`src/rtl/tgfPkg.sv`:
```
package tgfPkg;
  localparam int BR_W  = 16;
  localparam int NBR   = 4;
  localparam int BLK_W = BR_W * NBR;
  localparam int KEY_W = 128;
  localparam int MK_W  = 16;
  localparam int NMK   = KEY_W / MK_W;
  localparam int NIB_W = 4;
  localparam int IDX_W = 4;

  typedef logic [BR_W-1:0]    branch_t;
  typedef logic [BLK_W-1:0]   block_t;
  typedef logic [KEY_W-1:0]   key_t;
  typedef logic [2*BR_W-1:0]  rkey_t;

  typedef struct packed {
    logic load;
    logic round;
    logic finish;
    logic decMode;
    logic firstRnd;
    logic lastRnd;
  } ctrlStrobe_t;

  function automatic logic [NIB_W-1:0] sbox4(input logic [NIB_W-1:0] n);
    logic [NIB_W-1:0] r;
    case (n)
      4'h0: r = 4'h7;  4'h1: r = 4'hC;  4'h2: r = 4'hE;  4'h3: r = 4'h9;
      4'h4: r = 4'h2;  4'h5: r = 4'h1;  4'h6: r = 4'h5;  4'h7: r = 4'hF;
      4'h8: r = 4'hB;  4'h9: r = 4'h6;  4'hA: r = 4'hD;  4'hB: r = 4'h0;
      4'hC: r = 4'h4;  4'hD: r = 4'h8;  4'hE: r = 4'hA;  default: r = 4'h3;
    endcase
    return r;
  endfunction
endpackage

```
`src/rtl/tgfRoundF.sv`:
```
module tgfRoundF
  import tgfPkg::*;
(
  input  branch_t x,
  input  branch_t k,
  output branch_t y
);
  localparam int NNIB = BR_W / NIB_W;

  branch_t mixIn;
  branch_t sub1;
  branch_t spread;
  logic [NIB_W-1:0] par;

  assign mixIn = x ^ k;

  genvar i;
  generate
    for (i = 0; i < NNIB; i++) begin : gSub1
      assign sub1[i*NIB_W +: NIB_W] = sbox4(mixIn[i*NIB_W +: NIB_W]);
    end
  endgenerate

  always_comb begin
    par = '0;
    for (int n = 0; n < NNIB; n++) par = par ^ sub1[n*NIB_W +: NIB_W];
  end

  generate
    for (i = 0; i < NNIB; i++) begin : gSub2
      assign spread[i*NIB_W +: NIB_W] = par ^ sub1[i*NIB_W +: NIB_W];
      assign y[i*NIB_W +: NIB_W]      = sbox4(spread[i*NIB_W +: NIB_W]);
    end
  endgenerate
endmodule

```
`src/rtl/tgfKeySched.sv`:
```
module tgfKeySched
  import tgfPkg::*;
#(
  parameter int    ROUNDS  = 9,
  parameter rkey_t CK_SEED = 32'h9E3779B9
)(
  input  logic             clk,
  input  logic             rstN,
  input  logic             load,
  input  logic             decMode,
  input  logic [IDX_W-1:0] rndIdx,
  input  key_t             keyIn,
  output rkey_t            rk,
  output block_t           wk
);
  localparam int NPAIR = ROUNDS + 4;

  key_t  keyQ;
  key_t  srcKey;
  rkey_t pairs [NPAIR];
  logic  useFront;
  logic [IDX_W:0] pick;

  assign srcKey = load ? keyIn : keyQ;

  genvar j;
  generate
    for (j = 0; j < NPAIR; j++) begin : gPair
      localparam int    W0  = j % NMK;
      localparam int    W1  = (j + 3) % NMK;
      localparam rkey_t CKJ = rkey_t'(CK_SEED * (j + 1));
      assign pairs[j] = {srcKey[KEY_W-1-W0*MK_W -: MK_W],
                         srcKey[KEY_W-1-W1*MK_W -: MK_W]} ^ CKJ;
    end
  endgenerate

  always_comb begin
    pick = decMode ? ((IDX_W+1)'(ROUNDS + 1) - {1'b0, rndIdx}) : {1'b0, rndIdx};
    rk = pairs[0];
    for (int n = 0; n < NPAIR; n++) begin
      if (pick == (IDX_W+1)'(n)) rk = pairs[n];
    end
  end

  assign useFront = load ? !decMode : decMode;
  assign wk = useFront ? {pairs[0], pairs[ROUNDS+1]}
                       : {pairs[ROUNDS+2], pairs[ROUNDS+3]};

  always_ff @(posedge clk or negedge rstN) begin
    if (!rstN)     keyQ <= '0;
    else if (load) keyQ <= keyIn;
  end
endmodule

```
`src/rtl/tgfDatapath.sv`:
```
module tgfDatapath
  import tgfPkg::*;
(
  input  logic        clk,
  input  logic        rstN,
  input  ctrlStrobe_t ctrl,
  input  block_t      blockIn,
  input  rkey_t       rk,
  input  block_t      wk,
  output block_t      blockOut
);
  block_t stateQ;
  block_t outQ;
  block_t mixIn;
  block_t mixOut;
  block_t nextState;

  assign mixIn = (ctrl.decMode && !ctrl.firstRnd)
               ? {stateQ[BR_W-1:0], stateQ[BLK_W-1:BR_W]}
               : stateQ;

  genvar p;
  generate
    for (p = 0; p < NBR/2; p++) begin : gPair
      localparam int HI = BLK_W - 1 - 2*p*BR_W;
      branch_t evenB;
      branch_t fOut;
      assign evenB = mixIn[HI -: BR_W];
      tgfRoundF u_f (
        .x(evenB),
        .k(rk[2*BR_W-1-p*BR_W -: BR_W]),
        .y(fOut)
      );
      assign mixOut[HI -: BR_W]        = evenB;
      assign mixOut[HI-BR_W -: BR_W]   = mixIn[HI-BR_W -: BR_W] ^ fOut;
    end
  endgenerate

  assign nextState = (!ctrl.decMode && !ctrl.lastRnd)
                   ? {mixOut[BLK_W-BR_W-1:0], mixOut[BLK_W-1 -: BR_W]}
                   : mixOut;

  always_ff @(posedge clk or negedge rstN) begin
    if (!rstN) begin
      stateQ <= '0;
      outQ   <= '0;
    end else begin
      if (ctrl.load)       stateQ <= blockIn ^ wk;
      else if (ctrl.round) stateQ <= nextState;
      if (ctrl.finish)     outQ   <= stateQ ^ wk;
    end
  end

  assign blockOut = outQ;
endmodule

```
`src/rtl/tgfControl.sv`:
```
module tgfControl
  import tgfPkg::*;
#(
  parameter int ROUNDS = 9
)(
  input  logic             clk,
  input  logic             rstN,
  input  logic             start,
  input  logic             decrypt,
  output ctrlStrobe_t      ctrl,
  output logic [IDX_W-1:0] rndIdx,
  output logic             busy,
  output logic             done
);
  localparam logic [IDX_W-1:0] LAST_RND = IDX_W'(ROUNDS);
  localparam logic [IDX_W-1:0] FIN_CNT  = IDX_W'(ROUNDS + 1);

  logic             busyQ;
  logic             modeQ;
  logic             doneQ;
  logic [IDX_W-1:0] cntQ;
  logic             accept;

  always_comb begin
    accept        = start && !busyQ;
    ctrl.load     = accept;
    ctrl.round    = busyQ && (cntQ != FIN_CNT);
    ctrl.finish   = busyQ && (cntQ == FIN_CNT);
    ctrl.decMode  = accept ? decrypt : modeQ;
    ctrl.firstRnd = (cntQ == IDX_W'(1));
    ctrl.lastRnd  = (cntQ == LAST_RND);
  end

  always_ff @(posedge clk or negedge rstN) begin
    if (!rstN) begin
      busyQ <= 1'b0;
      modeQ <= 1'b0;
      doneQ <= 1'b0;
      cntQ  <= '0;
    end else begin
      doneQ <= ctrl.finish;
      if (accept) begin
        busyQ <= 1'b1;
        cntQ  <= IDX_W'(1);
        modeQ <= decrypt;
      end else if (ctrl.finish) begin
        busyQ <= 1'b0;
        cntQ  <= '0;
      end else if (busyQ) begin
        cntQ  <= cntQ + IDX_W'(1);
      end
    end
  end

  assign rndIdx = cntQ;
  assign busy   = busyQ;
  assign done   = doneQ;
endmodule

```
`src/rtl/tgfCipher.sv`:
```
module tgfCipher
  import tgfPkg::*;
#(
  parameter int    ROUNDS  = 9,
  parameter rkey_t CK_SEED = 32'h9E3779B9
)(
  input  logic             clk,
  input  logic             rstN,
  input  logic             start,
  input  logic             decrypt,
  input  logic [BLK_W-1:0] blockIn,
  input  logic [KEY_W-1:0] keyIn,
  output logic             busy,
  output logic             done,
  output logic [BLK_W-1:0] blockOut
);
  ctrlStrobe_t      ctrl;
  logic [IDX_W-1:0] rndIdx;
  rkey_t            rk;
  block_t           wk;

  tgfControl #(.ROUNDS(ROUNDS)) u_ctrl (
    .clk(clk), .rstN(rstN), .start(start), .decrypt(decrypt),
    .ctrl(ctrl), .rndIdx(rndIdx), .busy(busy), .done(done)
  );

  tgfKeySched #(.ROUNDS(ROUNDS), .CK_SEED(CK_SEED)) u_keys (
    .clk(clk), .rstN(rstN), .load(ctrl.load), .decMode(ctrl.decMode),
    .rndIdx(rndIdx), .keyIn(keyIn), .rk(rk), .wk(wk)
  );

  tgfDatapath u_dp (
    .clk(clk), .rstN(rstN), .ctrl(ctrl), .blockIn(blockIn),
    .rk(rk), .wk(wk), .blockOut(blockOut)
  );
endmodule

```
`config.mk`:
```
export PLATFORM = sky130hd
export DESIGN_NAME = tgfCipher
export DESIGN_NICKNAME = d
export VERILOG_FILES = /design/src/rtl/tgfPkg.sv /design/src/rtl/tgfRoundF.sv /design/src/rtl/tgfKeySched.sv /design/src/rtl/tgfDatapath.sv /design/src/rtl/tgfControl.sv /design/src/rtl/tgfCipher.sv
export SDC_FILE = /design/constraint.sdc
export NUM_CORES = 1
export LEC_CHECK = 0
export ABC_CLOCK_PERIOD_IN_PS = 8000
export BUFFER_PORTS_ARGS = -buffer_cell sky130_fd_sc_hd__buf_2
export CAP_MARGIN = 10
export CORE_ASPECT_RATIO = 1.1
export CORE_MARGIN = 3
export CORE_UTILIZATION = 43
export DETAILED_ROUTE_END_ITERATION = 10
export SLEW_MARGIN = 40
export SYNTH_ARGS = -nofsm -noshare
export SYNTH_HDL_FRONTEND = slang
export SYNTH_SLANG_ARGS = --single-unit
```
`constraint.sdc`:
```
create_clock -name clk -period 8 [get_ports clk]
set_input_delay 1.6 -clock clk [delete_from_list [all_inputs] [get_ports clk]]
set_output_delay 1.6 -clock clk [all_outputs]
set_load 0.05 [all_outputs]
```
; ---- Word level (Yosys, flattened, before mapping)
; Memory sizes are Yosys's and may differ from the RTL's.
; Cells that the tools add are included.
[op_classes]
eq_ne = 16
reduce_logical = 12
muxes = 26
bitwise_logic = 33
add_sub_neg = 2
[ops]
columns = operator, count
row1 = two-way mux 32 bit, 12
row2 = two-way mux 64 bit, 5
row3 = two-way mux 128 bit, 1
row4 = bitwise XOR 64 bit, 2
row5 = bitwise XOR 16 bit, 4
row6 = inverter 19 bit, 3
row7 = bitwise XOR 4 bit, 14
row8 = inverter 17 bit, 3
row9 = inverter 14 bit, 2
row10 = inverter 13 bit, 2
row11 = "equality test 5 x 4 -> 1 bit, second input constant", 5
row12 = "equality test 5 x 3 -> 1 bit, second input constant", 4
row13 = inverter 20 bit, 1
row14 = inverter 18 bit, 1
row15 = inverter 16 bit, 1
row16 = two-way mux 4 bit, 3
row17 = "equality test 5 x 2 -> 1 bit, second input constant", 2
row18 = "equality test 4 bit, second input constant", 2
row19 = "equality test 5 x 1 -> 1 bit, second input constant", 1
row20 = logical AND 1 bit, 5
row21 = two-way mux 5 bit, 1
row22 = "subtractor 4 x 4 -> 5 bit, first input constant", 1
row23 = "adder 4 x 1 -> 4 bit, second input constant", 1
row24 = "equality test 4 x 1 -> 1 bit, second input constant", 1
row25 = 5 further kinds, 12
[word_totals]
mem_bits_ro = 1024
word_cells = 112
memories = 16
output_inout_bits = 66
in_bits = 196
regBits = 263
[memory_table]
columns = name, words, width, rd, rd_ports_with_merged_regs, write_ports, line
row1 = (no name shown), 16, 4, 1, 0, 0, tgfPkg.sv:27  ; case (n)
row2 = (no name shown), 16, 4, 1, 0, 0, tgfPkg.sv:27
row3 = (no name shown), 16, 4, 1, 0, 0, tgfPkg.sv:27
row4 = (no name shown), 16, 4, 1, 0, 0, tgfPkg.sv:27
row5 = (no name shown), 16, 4, 1, 0, 0, tgfPkg.sv:27
row6 = (no name shown), 16, 4, 1, 0, 0, tgfPkg.sv:27
row7 = +10 memories, -, -, -, -, -, -

; ---- Longest topological paths before layout
; An unclocked memory read counts as a cell.
[logic_depth]
depth_word = 28
ltp_mapped = 29
depth_no_buf = 24

; ---- Cells and area by module
; A second synthesis with hierarchy kept.
[unflattened]
hier_cells = 2425
hier_area_um2 = 22320.2
[modules_own_cells]
columns = module, n_inst, cells_per_inst, area_each_um2, seq_area_each_um2
row1 = tgfKeySched, 1, 1154, 9698.1, 3203.1
row2 = tgfDatapath, 1, 840, 8321.7, 3203.1
row3 = tgfRoundF (u_dp.gPair[0].u_f), 1, 202, 2014.4, 0.0
row4 = tgfRoundF (u_dp.gPair[1].u_f), 1, 192, 1923.1, 0.0
row5 = tgfControl, 1, 37, 362.8, 175.2

; ---- Worst setup path before layout
; No wires, ideal clock.
[synth_path]
kind = input -> register
startpoint = in start
endpoint = reg u_dp.stateQ[56]
path_slack_ns = 1.206
setup_ns = 0.126
path_buffers = 5
stages = 26
arrival_time_ns = 6.668
required_ns = 7.874
path_cell_list = buf_4 > nor2b_1 > buf_4 > mux2i_4 > mux2i_1 > buf_2 > buf_2 > buf_6 > a21oi_1 > a221oi_1 > nand3_1 > o221ai_2 > xnor2_2 > inv_1 > ha_1 > mux4_2 > xnor2_1 > xnor2_1 > inv_1 > ha_1 > or2_2 > mux2_1 > mux2i_1 > xnor2_1 > nand2_1 > a221o_1
[synth_between]
elab_chain_len = 27
word_cells_on_any_way = 63
classes_between = eq/ne (12) / mux (21) / bitwise (20) / reduce/logical (5) / memory (5)
[synth_lines]
columns = item, line
row1 = "start, declared", tgfCipher.sv:9  ; input logic start,
row2 = logical AND 1 bit *, tgfControl.sv:25  ; accept = start && !busyQ;
row3 = two-way mux 1 bit, tgfControl.sv:29  ; ctrl.decMode = accept ? decrypt : modeQ;
row4 = two-way mux 5 bit, tgfKeySched.sv:38  ; pick = decMode ? ((IDX_W+1)'(ROUNDS + 1) - {1'b0, rndIdx}) : {1'b0, rndIdx};
row5 = equality test 5 x 1 -> 1 bit, tgfKeySched.sv:41  ; if (pick == (IDX_W+1)'(n)) rk = pairs[n];
row6 = two-way mux 32 bit (12 in series), tgfKeySched.sv:41
row7 = bitwise XOR 16 bit, tgfRoundF.sv:15  ; assign mixIn = x ^ k;
row8 = memory read (16 x 4 bit), -
row9 = bitwise XOR 4 bit (3 in series), tgfRoundF.sv:26  ; for (int n = 0; n < NNIB; n++) par = par ^ sub1[n*NIB_W +: NIB_W];
row10 = bitwise XOR 4 bit, tgfRoundF.sv:31  ; assign spread[i*NIB_W +: NIB_W] = par ^ sub1[i*NIB_W +: NIB_W];
row11 = memory read (16 x 4 bit), -
row12 = bitwise XOR 16 bit, tgfDatapath.sv:35  ; assign mixOut[HI-BR_W -: BR_W] = mixIn[HI-BR_W -: BR_W] ^ fOut;
row13 = two-way mux 64 bit, tgfDatapath.sv:40  ; ? {mixOut[BLK_W-BR_W-1:0], mixOut[BLK_W-1 -: BR_W]}
row14 = two-way mux 64 bit, tgfDatapath.sv:49  ; else if (ctrl.round) stateQ <= nextState;
row15 = two-way mux 64 bit, tgfDatapath.sv:48  ; if (ctrl.load) stateQ <= blockIn ^ wk;
row16 = "end signal, assigned", tgfDatapath.sv:48
row17 = "end signal, assigned", tgfDatapath.sv:49
row18 = "end, declared", tgfDatapath.sv:12  ; block_t stateQ;
; Every way passes the cells marked *; elsewhere a longest branch is shown, timed or not. The select of a mux whose other input is x is not followed.
; A chain may end at the register's enable or synchronous reset.

; ---- Worst setup path after layout
[layout_path]
startpoint = in start
endpoint = reg u_dp.stateQ[20]
; Same word-level chain as after synthesis.

==> out/results.ini <==
[run_status]
status=finished clean

[yosys]
synthCells=2682
synth_xor_area_share_pct=10.2
yosys.area_share.simple_pct=11.4
syn_area_um2=23600
synth_compound_area_share_pct=24.3
synth_adder_area_share_pct=3.34
synthFlopType=dfrtp_1
ys_ff_latch=263
synth.avg_cell_area_um2=8.79
synth_top_family_by_area=compound AO/OA/AOI/OAI gates
synthArstFlopShare_pct=100
synth_edf_count=0
yosysUniqueCellTypes=121
ys_warn_count=0
yosysSeqAreaShare_pct=27.9
muxShareOfSynthArea_pct=15.7
syn_nets=2941

[timing]
hold_violations=0
setup_viol_count_final=0
drv_slew=0
fin_crit_sh_pct=96.7
fin_worst_skew_ns=0.0335
rsz0062_at_grt=no
hold-worst-slack_ns=0.470
fmax_mhz=129
fin_setup_tns_ns=0
fin_crit_ns=7.73
relSlewSlack_pct=34.9
worstMarginPinSlew_ns=0.966

[placement]
io_buffer_count=261
dp.cells=3775
dp_hpwl_mm=99.0
gp_congestion=1.05
dpl_cell_area_um2=27200

[final_layout]
fin_nets=3344
drive_gt1_share_pct=24.9
instances_no_fill=3838
stdcell_area_um2=28400
nFillCells=5146
syn2layout_area_growth_pct=20.6

[cts]
clk_pin_slew_ns=0.05
clock-root-buffer=clkbuf_16
cts_tree=done
cts.htree.levels=2
clk_path_buf_depth=3
cts_hold_buf=0
cts_num_sinks=263
clock_latency_ns=0.58
cts_buffers=35
cts_resized=0
post-cts-setup-buffers=0

[drt]
routed_wl_mm=125
routed-via-count=24816
drt-wirelength-per-cell_um=32.5
ant_nets=0
drc=0
viasPerCell=6.47
first_pass_iters=9
drtIter0Drc=3500

[global_route]
grt.overflow.total=0
antenna_found_initial=1
grt_pass1_wl_mm=175
grt_start_max_net_pins=107
grt_pass1_vias=23820
track_usage_pct=41.8

[floorplan]
die_area_um2=57700
fp.dieH_um=252
initial_core_util_pct=43.8
io_pins=262
core_um2=53900
die_w_um=229
rows=89

[setup_path]
required_ns=8.43
r2r_slack_ns=0.50
cp.arrival_ns=8.16
crit_fanout=12
critPathKind=in -> reg
cp-start-kind=input port
endpoint_kind=register

[min_path]
hold_path_class=reg -> reg

[run]
cap_violations=0

-- registers in the layout, summed over array words and instances, names as in the netlist --
| name | count |
|---|---|
| u_keys.keyQ | 128 |
| u_dp.blockOut | 64 |
| u_dp.stateQ | 64 |
| u_ctrl.rndIdx | 4 |
| u_ctrl.busy | 1 |
| u_ctrl.done | 1 |
| u_ctrl.modeQ | 1 |
-- cell type report --
type                            instances  area (µm²)  area share, %
Multi-Input combinational cell       2049       15500           54.3
Sequential cell                       263        6580           23.1
Timing Repair Buffer                  547        3600           12.6
Clock buffer                           48         975           3.43
Tap cell                              728         911           3.20
Inverter                              189         709           2.49
Clock inverter                         13         210          0.739
Antenna cell                            1        2.50        0.00880
-- kinds of logic (layout without fill, tap and decap cells) --
| family | count (synthesis) | count (layout) |
|---|---|---|
| fa+ha+maj | 63 | 63 |
| simple gates | 602 | 602 |
| other cells | 0 | 1 |
| mux | 329 | 329 |
| buf+inv | 370 | 797 |
| flops | 263 | 263 |
| xor+xnor | 242 | 242 |
| compound gates | 813 | 813 |
-- cells in the mapped netlist (19+ instances only) --
| master | n | share of area [%] |
|---|---|---|
| clkbuf_1 | 81 | 1.3 |
| xnor2_1 | 148 | 5.5 |
| o211ai_1 | 27 | 0.86 |
| xnor2_2 | 19 | 1.3 |
| o21ai_1 | 33 | 0.70 |
| a221oi_1 | 52 | 1.9 |
| nor2_1 | 123 | 2.0 |
| buf_6 | 21 | 1.0 |
| nand3_1 | 28 | 0.59 |
| buf_2 | 43 | 0.91 |
| nand2_1 | 320 | 5.1 |
| ha_1 | 63 | 3.3 |
| xor2_1 | 62 | 2.3 |
| dfrtp_1 | 263 | 28 |
| mux2i_1 | 262 | 11 |
| o221ai_1 | 34 | 1.3 |
| a22oi_1 | 20 | 0.64 |
| buf_4 | 21 | 0.67 |
| a222oi_1 | 25 | 1.1 |
| mux4_2 | 22 | 2.1 |
| a21oi_1 | 134 | 2.8 |
| mux2_2 | 29 | 1.4 |
| a211oi_1 | 30 | 0.96 |
| o21ai_0 | 205 | 4.4 |
| o22ai_1 | 66 | 1.8 |
| inv_1 | 187 | 3.0 |
| nor3_1 | 39 | 0.83 |
-- layout by cell type (no fill, tap or decap), types with 63 or more instances in the layout --
cell type / n
ha_1: 63
dfrtp_1: 263
nor2_1: 119
buf_2: 259
buf_4: 275
a21oi_1: 129
xnor2_1: 148
inv_1: 187
nand2_1: 319
o21ai_0: 201
o22ai_1: 66
mux2i_1: 257
-- routing by layer --
metal	vias to the layer above	GRT usage, %	share of wire (%)
met5	-	0	0
met4	0	20.7	6.3
met3	335	11.7	12
met2	1654	63.0	43
met1	12260	55.3	39
li1	10567	-	-
-- stage by stage --
step                setup WS (ns)  utilization (%)
global placement            0.127             50.4
CTS                         0.557             52.7
global route               0.0894             52.8
floorplan                    1.21                -
finish                      0.267             52.8
detailed placement        -0.0304             50.5
-- critical path, stage by stage --
cell,delay (ns)
buf_2,0.21
and3b_4,0.33
a21oi_4,0.05
buf_4,0.24
o21ai_1,0.65
a21oi_2,0.33
a221oi_1,0.35
a21oi_1,0.14
o21ai_0,0.50
buf_4,0.22
xor2_1,0.49
inv_1,0.14
ha_1,0.32
mux2_2,0.26
mux2i_1,0.20
xor2_1,0.30
xor2_1,0.42
inv_1,0.11
ha_1,0.24
mux4_2,0.50
xor2_1,0.20
a221o_1,0.33
-- path summary, 6_finish.rpt --
kind | startpoint | to | cells after the start
min in group asynchronous | rstN | u_ctrl.rndIdx[0] | 1
worst max register to register | u_ctrl.rndIdx[1] | u_dp.stateQ[20] | 21
worst min-delay path | u_dp.blockOut[60] | u_dp.blockOut[60] | 2
worst max-delay path | start | u_dp.stateQ[20] | 22
worst min register to register | u_dp.blockOut[60] | u_dp.blockOut[60] | 2
max in group asynchronous | rstN | u_keys.keyQ[19] | 3
Power is left out: the tool's default activity adds up to more than one toggle a clock period on the data nets, which glitch-free logic cannot reach.
